### config.mk
export PLATFORM = sky130hd
export DESIGN_NAME = spa_arbiter
export DESIGN_NICKNAME = d
export VERILOG_FILES = /design/src/rtl/spa_pkg.sv /design/src/rtl/spa_cfg_sel.sv /design/src/rtl/spa_fixed_pick.sv /design/src/rtl/spa_rr_pick.sv /design/src/rtl/spa_arbiter.sv
export SDC_FILE = /design/constraint.sdc
export NUM_CORES = 1
export LEC_CHECK = 0
export BUFFER_PORTS_ARGS = -buffer_cell sky130_fd_sc_hd__buf_2
export CORE_MARGIN = 4
export CORE_UTILIZATION = 53
export DETAILED_ROUTE_END_ITERATION = 8
export PLACE_DENSITY = 0.82
export SLEW_MARGIN = 20
export SYNTH_ARGS = -nofsm -noshare
export SYNTH_HDL_FRONTEND = slang
export SYNTH_SLANG_ARGS = --single-unit
### constraint.sdc
create_clock -name clk -period 4.78 [get_ports clk]
set_input_delay 0 -clock clk [delete_from_list [all_inputs] [get_ports clk]]
set_output_delay 0 -clock clk [all_outputs]
set_load 0.05 [all_outputs]
### src/rtl/spa_pkg.sv
package spa_pkg;

    typedef enum logic [2:0] {
        PICK_NONE  = 3'd0,
        PICK_HOLD  = 3'd1,
        PICK_ELEV  = 3'd2,
        PICK_FIXED = 3'd3,
        PICK_RR    = 3'd4
    } pick_path_e;

endpackage

### src/rtl/spa_cfg_sel.sv
module spa_cfg_sel #(
    parameter int N_MASTERS = 8,
    parameter int LVL_W     = 3
) (
    input  logic                         sel_alt,
    input  logic [N_MASTERS*LVL_W-1:0]   lvl_pri,
    input  logic [N_MASTERS*LVL_W-1:0]   lvl_alt,
    input  logic [N_MASTERS-1:0]         en_pri,
    input  logic [N_MASTERS-1:0]         en_alt,
    input  logic                         rr_pri,
    input  logic                         rr_alt,
    output logic [N_MASTERS*LVL_W-1:0]   lvl_eff,
    output logic [N_MASTERS-1:0]         en_eff,
    output logic                         rr_eff
);

    // Context choice applied per master slice
    for (genvar g = 0; g < N_MASTERS; g++) begin : g_slice
        assign lvl_eff[g*LVL_W +: LVL_W] = sel_alt ? lvl_alt[g*LVL_W +: LVL_W]
                                                   : lvl_pri[g*LVL_W +: LVL_W];
        assign en_eff[g] = sel_alt ? en_alt[g] : en_pri[g];
    end

    assign rr_eff = sel_alt ? rr_alt : rr_pri;

endmodule

### src/rtl/spa_fixed_pick.sv
module spa_fixed_pick #(
    parameter int N_MASTERS = 8,
    parameter int LVL_W     = 3,
    localparam int IDX_W    = (N_MASTERS > 1) ? $clog2(N_MASTERS) : 1
) (
    input  logic [N_MASTERS-1:0]         mask,
    input  logic [N_MASTERS*LVL_W-1:0]   lvl,
    output logic                         found,
    output logic [IDX_W-1:0]             idx
);

    logic [LVL_W-1:0] best_lvl;

    // Highest numeric level among masked masters; levels are distinct
    always_comb begin
        found    = 1'b0;
        idx      = '0;
        best_lvl = '0;
        for (int i = 0; i < N_MASTERS; i++) begin
            if (mask[i] && (!found || (lvl[i*LVL_W +: LVL_W] > best_lvl))) begin
                found    = 1'b1;
                idx      = IDX_W'(i);
                best_lvl = lvl[i*LVL_W +: LVL_W];
            end
        end
    end

endmodule

### src/rtl/spa_rr_pick.sv
module spa_rr_pick #(
    parameter int N_MASTERS = 8,
    localparam int IDX_W    = (N_MASTERS > 1) ? $clog2(N_MASTERS) : 1
) (
    input  logic [N_MASTERS-1:0] mask,
    input  logic [IDX_W-1:0]     ptr,
    output logic                 found,
    output logic [IDX_W-1:0]     idx
);

    // Upward search starting one past the pointer, wrapping once around
    always_comb begin
        found = 1'b0;
        idx   = '0;
        for (int k = 1; k <= N_MASTERS; k++) begin
            int c;
            c = int'(ptr) + k;
            if (c >= N_MASTERS) c = c - N_MASTERS;
            if (!found && mask[c]) begin
                found = 1'b1;
                idx   = IDX_W'(c);
            end
        end
    end

endmodule

### src/rtl/spa_arbiter.sv
module spa_arbiter
    import spa_pkg::*;
#(
    parameter int N_MASTERS = 8,
    parameter int LVL_W     = 3,
    localparam int IDX_W    = (N_MASTERS > 1) ? $clog2(N_MASTERS) : 1
) (
    input  logic                         clk,
    input  logic                         rst_n,
    input  logic [N_MASTERS-1:0]         req,
    input  logic [N_MASTERS-1:0]         elev,
    input  logic                         sel_alt,
    input  logic [N_MASTERS*LVL_W-1:0]   lvl_pri,
    input  logic [N_MASTERS*LVL_W-1:0]   lvl_alt,
    input  logic [N_MASTERS-1:0]         elev_en_pri,
    input  logic [N_MASTERS-1:0]         elev_en_alt,
    input  logic                         rr_mode_pri,
    input  logic                         rr_mode_alt,
    output logic [N_MASTERS-1:0]         grant,
    output logic [IDX_W-1:0]             grant_idx,
    output logic                         grant_vld
);

    typedef struct packed {
        logic                 vld;
        logic [N_MASTERS-1:0] gnt;
        logic [IDX_W-1:0]     idx;
        logic [IDX_W-1:0]     ptr;
    } arb_state_t;

    arb_state_t st_d, st_q;

    logic [N_MASTERS*LVL_W-1:0] lvl_eff;
    logic [N_MASTERS-1:0]       en_eff;
    logic                       rr_eff;
    logic [N_MASTERS-1:0]       elev_eff;
    logic [N_MASTERS-1:0]       fix_mask;
    logic                       fix_found, rr_found;
    logic [IDX_W-1:0]           fix_idx, rr_idx;
    logic                       owner_keeps;
    pick_path_e                 path_d;

    spa_cfg_sel #(.N_MASTERS(N_MASTERS), .LVL_W(LVL_W)) cfg_i (
        .sel_alt (sel_alt),
        .lvl_pri (lvl_pri),
        .lvl_alt (lvl_alt),
        .en_pri  (elev_en_pri),
        .en_alt  (elev_en_alt),
        .rr_pri  (rr_mode_pri),
        .rr_alt  (rr_mode_alt),
        .lvl_eff (lvl_eff),
        .en_eff  (en_eff),
        .rr_eff  (rr_eff)
    );

    assign elev_eff = req & elev & en_eff;
    // Elevated requesters form their own tier; otherwise all requesters compete
    assign fix_mask = (|elev_eff) ? elev_eff : req;

    spa_fixed_pick #(.N_MASTERS(N_MASTERS), .LVL_W(LVL_W)) fix_i (
        .mask  (fix_mask),
        .lvl   (lvl_eff),
        .found (fix_found),
        .idx   (fix_idx)
    );

    spa_rr_pick #(.N_MASTERS(N_MASTERS)) rr_i (
        .mask  (req),
        .ptr   (st_q.ptr),
        .found (rr_found),
        .idx   (rr_idx)
    );

    assign owner_keeps = st_q.vld && req[st_q.idx];

    always_comb begin
        st_d   = st_q;
        path_d = PICK_NONE;
        if (owner_keeps)          path_d = PICK_HOLD;
        else if (|elev_eff)       path_d = PICK_ELEV;
        else if (!(|req))         path_d = PICK_NONE;
        else if (rr_eff)          path_d = PICK_RR;
        else                      path_d = PICK_FIXED;

        case (path_d)
            PICK_HOLD: ;
            PICK_ELEV, PICK_FIXED: begin
                st_d.vld = fix_found;
                st_d.idx = fix_idx;
                st_d.gnt = N_MASTERS'(1) << fix_idx;
                st_d.ptr = fix_idx;
            end
            PICK_RR: begin
                st_d.vld = rr_found;
                st_d.idx = rr_idx;
                st_d.gnt = N_MASTERS'(1) << rr_idx;
                st_d.ptr = rr_idx;
            end
            default: begin
                st_d.vld = 1'b0;
                st_d.idx = '0;
                st_d.gnt = '0;
            end
        endcase
    end

    always_ff @(posedge clk or negedge rst_n) begin
        if (!rst_n) begin
            st_q     <= '0;
            st_q.ptr <= IDX_W'(N_MASTERS - 1);
        end else begin
            st_q <= st_d;
        end
    end

    assign grant     = st_q.gnt;
    assign grant_idx = st_q.idx;
    assign grant_vld = st_q.vld;

    // one-hot grant agreeing with the valid flag
    assert_grant_onehot_R2: assert property (@(posedge clk) disable iff (!rst_n)
        $onehot0(grant) && (grant_vld == (|grant)));

    // a fresh grant goes to a master that was requesting
    assert_grant_to_requester_R2: assert property (@(posedge clk) disable iff (!rst_n)
        (!owner_keeps && (|req)) |=> grant_vld && ((grant & $past(req)) != '0));

    // no preemption while the owner still requests
    assert_hold_owner_R4: assert property (@(posedge clk) disable iff (!rst_n)
        owner_keeps |=> $stable(grant) && $stable(grant_idx) && grant_vld);

    // an effective elevated requester wins a fresh decision
    assert_elev_wins_R8: assert property (@(posedge clk) disable iff (!rst_n)
        (!owner_keeps && (|elev_eff)) |=> ((grant & $past(elev_eff)) != '0));

    // idle port drops its grant and holds the pointer
    assert_idle_no_grant_R11: assert property (@(posedge clk) disable iff (!rst_n)
        !(|req) |=> !grant_vld && $stable(st_q.ptr));

endmodule

==> impl_metrics.yaml <==
global_route:
  antenna_found_initial: 0
  grt_max_degree: 27
  grt_pass1_vias: 4024
  grt_use_total_pct: 30.5
  overflow: 0
  grt_pass1_wl_um: 18500
hold_path:
  hp-start: "req[3]"
  hold_depth: 3
  hp-class: "in -> reg"
  min_to: "grant_vld$_DFFE_PN0P_"
routing:
  detail-route-antenna-nets: 0
  dr.first_iter.drc_count: 480
  post-route-drc-count: 0
  drt_first_pass_iters: 5
  wirelength_um: 13000
  wl_per_cell_um: 21.0
  vias: 4161
  viasPerCell: 6.69
placement:
  gp_congestion: 0.857
  place_inst: 589
  hpwl_um: 8190
  port_buffers: 96
timing:
  slew_headroom_pct: 46.4
  clock.fmax_ghz: 0.0927
  fin_ws_ps: -6010
  rsz0062_at_grt: "yes"
  finalCritPeriodShare_pct: 226
  clock_skew_ps: 8.22
  worst_pin_slew_ps: 801
  post-route-min-period_ps: 10790
  setup_violations: 14
  hold_violations: 0
  slew_viol_final: 0
  tns_ps: -82890
clock_tree:
  cts_sinks: 15
  cts_tree: "done"
  cts_buffer_depth: 2
  insertion_delay_ps: 250
  cts_buffers: 3
  clkTransAtPathRegs_ps: 60
  cts.htree.levels: 1
  root_buffer: "clkbuf_8"
die:
  die_w_um: 84.9
  coreArea_mm2: 0.00561
  ioPinCount: 97
  die_h_um: 84.9
  die-area_mm2: 0.00720
  start_util_pct: 55.8
  rows: 27
synthesis:
  synthArstFlopShare_pct: 100
  synth.avg_cell_area_um2: 8.68
  synth_edf_count: 0
  yosysMostFrequentCell: "mux2_2"
  yosysTopAreaCell: "mux2_2"
  synth_warnings: 0
  ys_ff_latch: 15
  synth_area_mm2: 0.00313
  synth_fp_nets: 469
  synth_top_area_share_pct: 9.71
  synth_ff_type: "dfrtp_1"
  yosys-top-cells-count: "mux2_2, ha_1, nand2_1"
  synth_cells: 361
  ys_seq_area_share_pct: 12.1
  synth_area_leaders: "mux2_2, dfrtp_1, ha_1"
  synth_cell_types: 71
power:
  power_frac_clock_pct: 4.0
  sw_frac_of_total_pct: 52.1
  pwr_density_cell_mw_per_mm2: 515
  p_sw_w: 0.00130
  power.internal_w: 0.00119
  p_comb_share_pct: 84.2
  pwr-share-seq_pct: 11.8
  leakage_nw: 2.33
  ir_drop_uv: 510
setup_path:
  crit_slowest_cell: "a222oi_1"
  regToRegSetupSlack_ps: 690
  start_kind: "input pin"
  cp.required_ps: 4920
  path_class: "in -> reg"
  slowest_delay_ps: 450
  r2r-start: "st_q[1]$_DFFE_PN1P_"
  end_kind: "register"
  r2r_end: "grant[4]$_DFFE_PN0P_"
  critPathMaxFanout: 7
  critPathArrivalTime_ps: 10930
  path_common_cell: "o21ai_2"
  reg2regPathDepth: 9
layout:
  drive_gt1_share_pct: 57.6
  stdcell_count: 622
  final_util_pct: 86.3
  diodes: 0
  syn_to_final_growth_pct: 54.5
  nets: 659
outcome:
  violations: "setup timing"
  status: "complete, but fails checks"
job:
  drv_cap: 0
[sequential cells by signal, summed over array words and instances, names as in the netlist]
signal,flops
grant,8
grant_vld,1
st_q,3
grant_idx,3
[placed cells by master (no fill, tap or decap), types with 5 or more instances in the layout]
cell type / n
nor2_1: 15
buf_4: 103
ha_1: 15
mux2_4: 6
o21ai_1: 5
mux2_2: 24
nand2_1: 20
o21ai_2: 8
buf_2: 95
inv_1: 20
a21oi_2: 6
a32o_1: 6
ha_4: 5
o211ai_1: 5
a21oi_1: 15
a21o_1: 9
mux2i_1: 20
dfrtp_1: 12
mux4_2: 10
and2_1: 18
[power by group through the flow]
stage | Sequential [W] | Combinational [W] | Clock [W]
CTS | 0.000290 | 0.00187 | 0.000101
detailed placement | 0.000291 | 0.00173 | 0
global placement | 0.000286 | 0.00167 | 0
floorplan | 0.000343 | 0.00123 | 0
finish | 0.000293 | 0.00210 | 0.0000996
global route | 0.000305 | 0.00223 | 0.000108
[cell type report]
class,count,area [µm²]
clock buffers,3,41.3
clock inverters,1,5.00
fillers,300,769
inverters,22,82.6
multi-input cells,307,2940
flip-flops and latches,15,379
well taps,72,90.1
repair buffers,202,1310
[kinds of logic (layout without fill, tap and decap cells)]
| logic type | count (synthesis) | after routing | share of synthesized area [%] |
|---|---|---|---|
| AO/OA/AOI/OAI | 130 | 130 | 32.1 |
| XOR/XNOR | 4 | 4 | 1.12 |
| adder cells (fa/ha/maj) | 23 | 23 | 9.19 |
| buffers and inverters | 39 | 228 | 5.59 |
| flip-flops | 15 | 15 | 12.1 |
| multiplexers | 61 | 61 | 25.2 |
| AND/OR/NAND/NOR | 89 | 89 | 14.7 |
[through the flow]
stage / hold slack [ps] / instance area (µm²) / worst slack [ps] / total power (W)
3_5_place_dp: -89.6 / 4300 / -5930 / 0.00202
3_3_place_gp: -91.7 / 4300 / -5320 / 0.00196
2_1_floorplan: -296 / 3250 / -5290 / 0.00157
6_report: 144 / 4840 / -6010 / 0.00249
4_1_cts: 116 / 4640 / -5430 / 0.00226
5_1_grt: 160 / 4840 / -6240 / 0.00264
[how the worst max path moves through the flow]
stage          cells past startpoint    start              endpoint
2_1_floorplan                     54  sel_alt  grant[3]$_DFFE_PN0P_
3_3_place_gp                      56  sel_alt  grant[3]$_DFFE_PN0P_
5_1_grt                           58  sel_alt  grant[4]$_DFFE_PN0P_
4_1_cts                           55  sel_alt  grant[6]$_DFFE_PN0P_
3_5_place_dp                      58  sel_alt  grant[7]$_DFFE_PN0P_
6_report                          57  sel_alt  grant[4]$_DFFE_PN0P_
[per-layer routing]
| layer | GRT usage (%) | wire [µm] | part of all wire (%) | up-vias |
|---|---|---|---|---|
| met4 | 8.06 | 832 | 6.4 | 0 |
| met2 | 54.3 | 6250 | 48 | 329 |
| li1 | - | - | - | 1803 |
| met3 | 4.47 | 1210 | 9.3 | 88 |
| met5 | 0 | 0 | 0 | - |
| met1 | 38.6 | 4760 | 36 | 1941 |
[what timing repair did]
item | CTS | global route
hold endpoints to repair | 15 | 0
setup endpoints to repair | 14 | 14
hold buffers | 1 | 0
gates resized for setup | 21 | 31
setup buffers | 23 | 6
pin swaps | 33 | 22
[worst max-delay path: cells and delay by family]
| kind | cells | cell delay (ps) |
|---|---|---|
| adder cells (fa/ha/maj) | 7 | 1900 |
| AND/OR/NAND/NOR | 11 | 1530 |
| AO/OA/AOI/OAI | 34 | 6500 |
| buffers and inverters | 3 | 350 |
| multiplexers | 2 | 660 |
No activity file was read; power rests on OpenSTA's default activity.
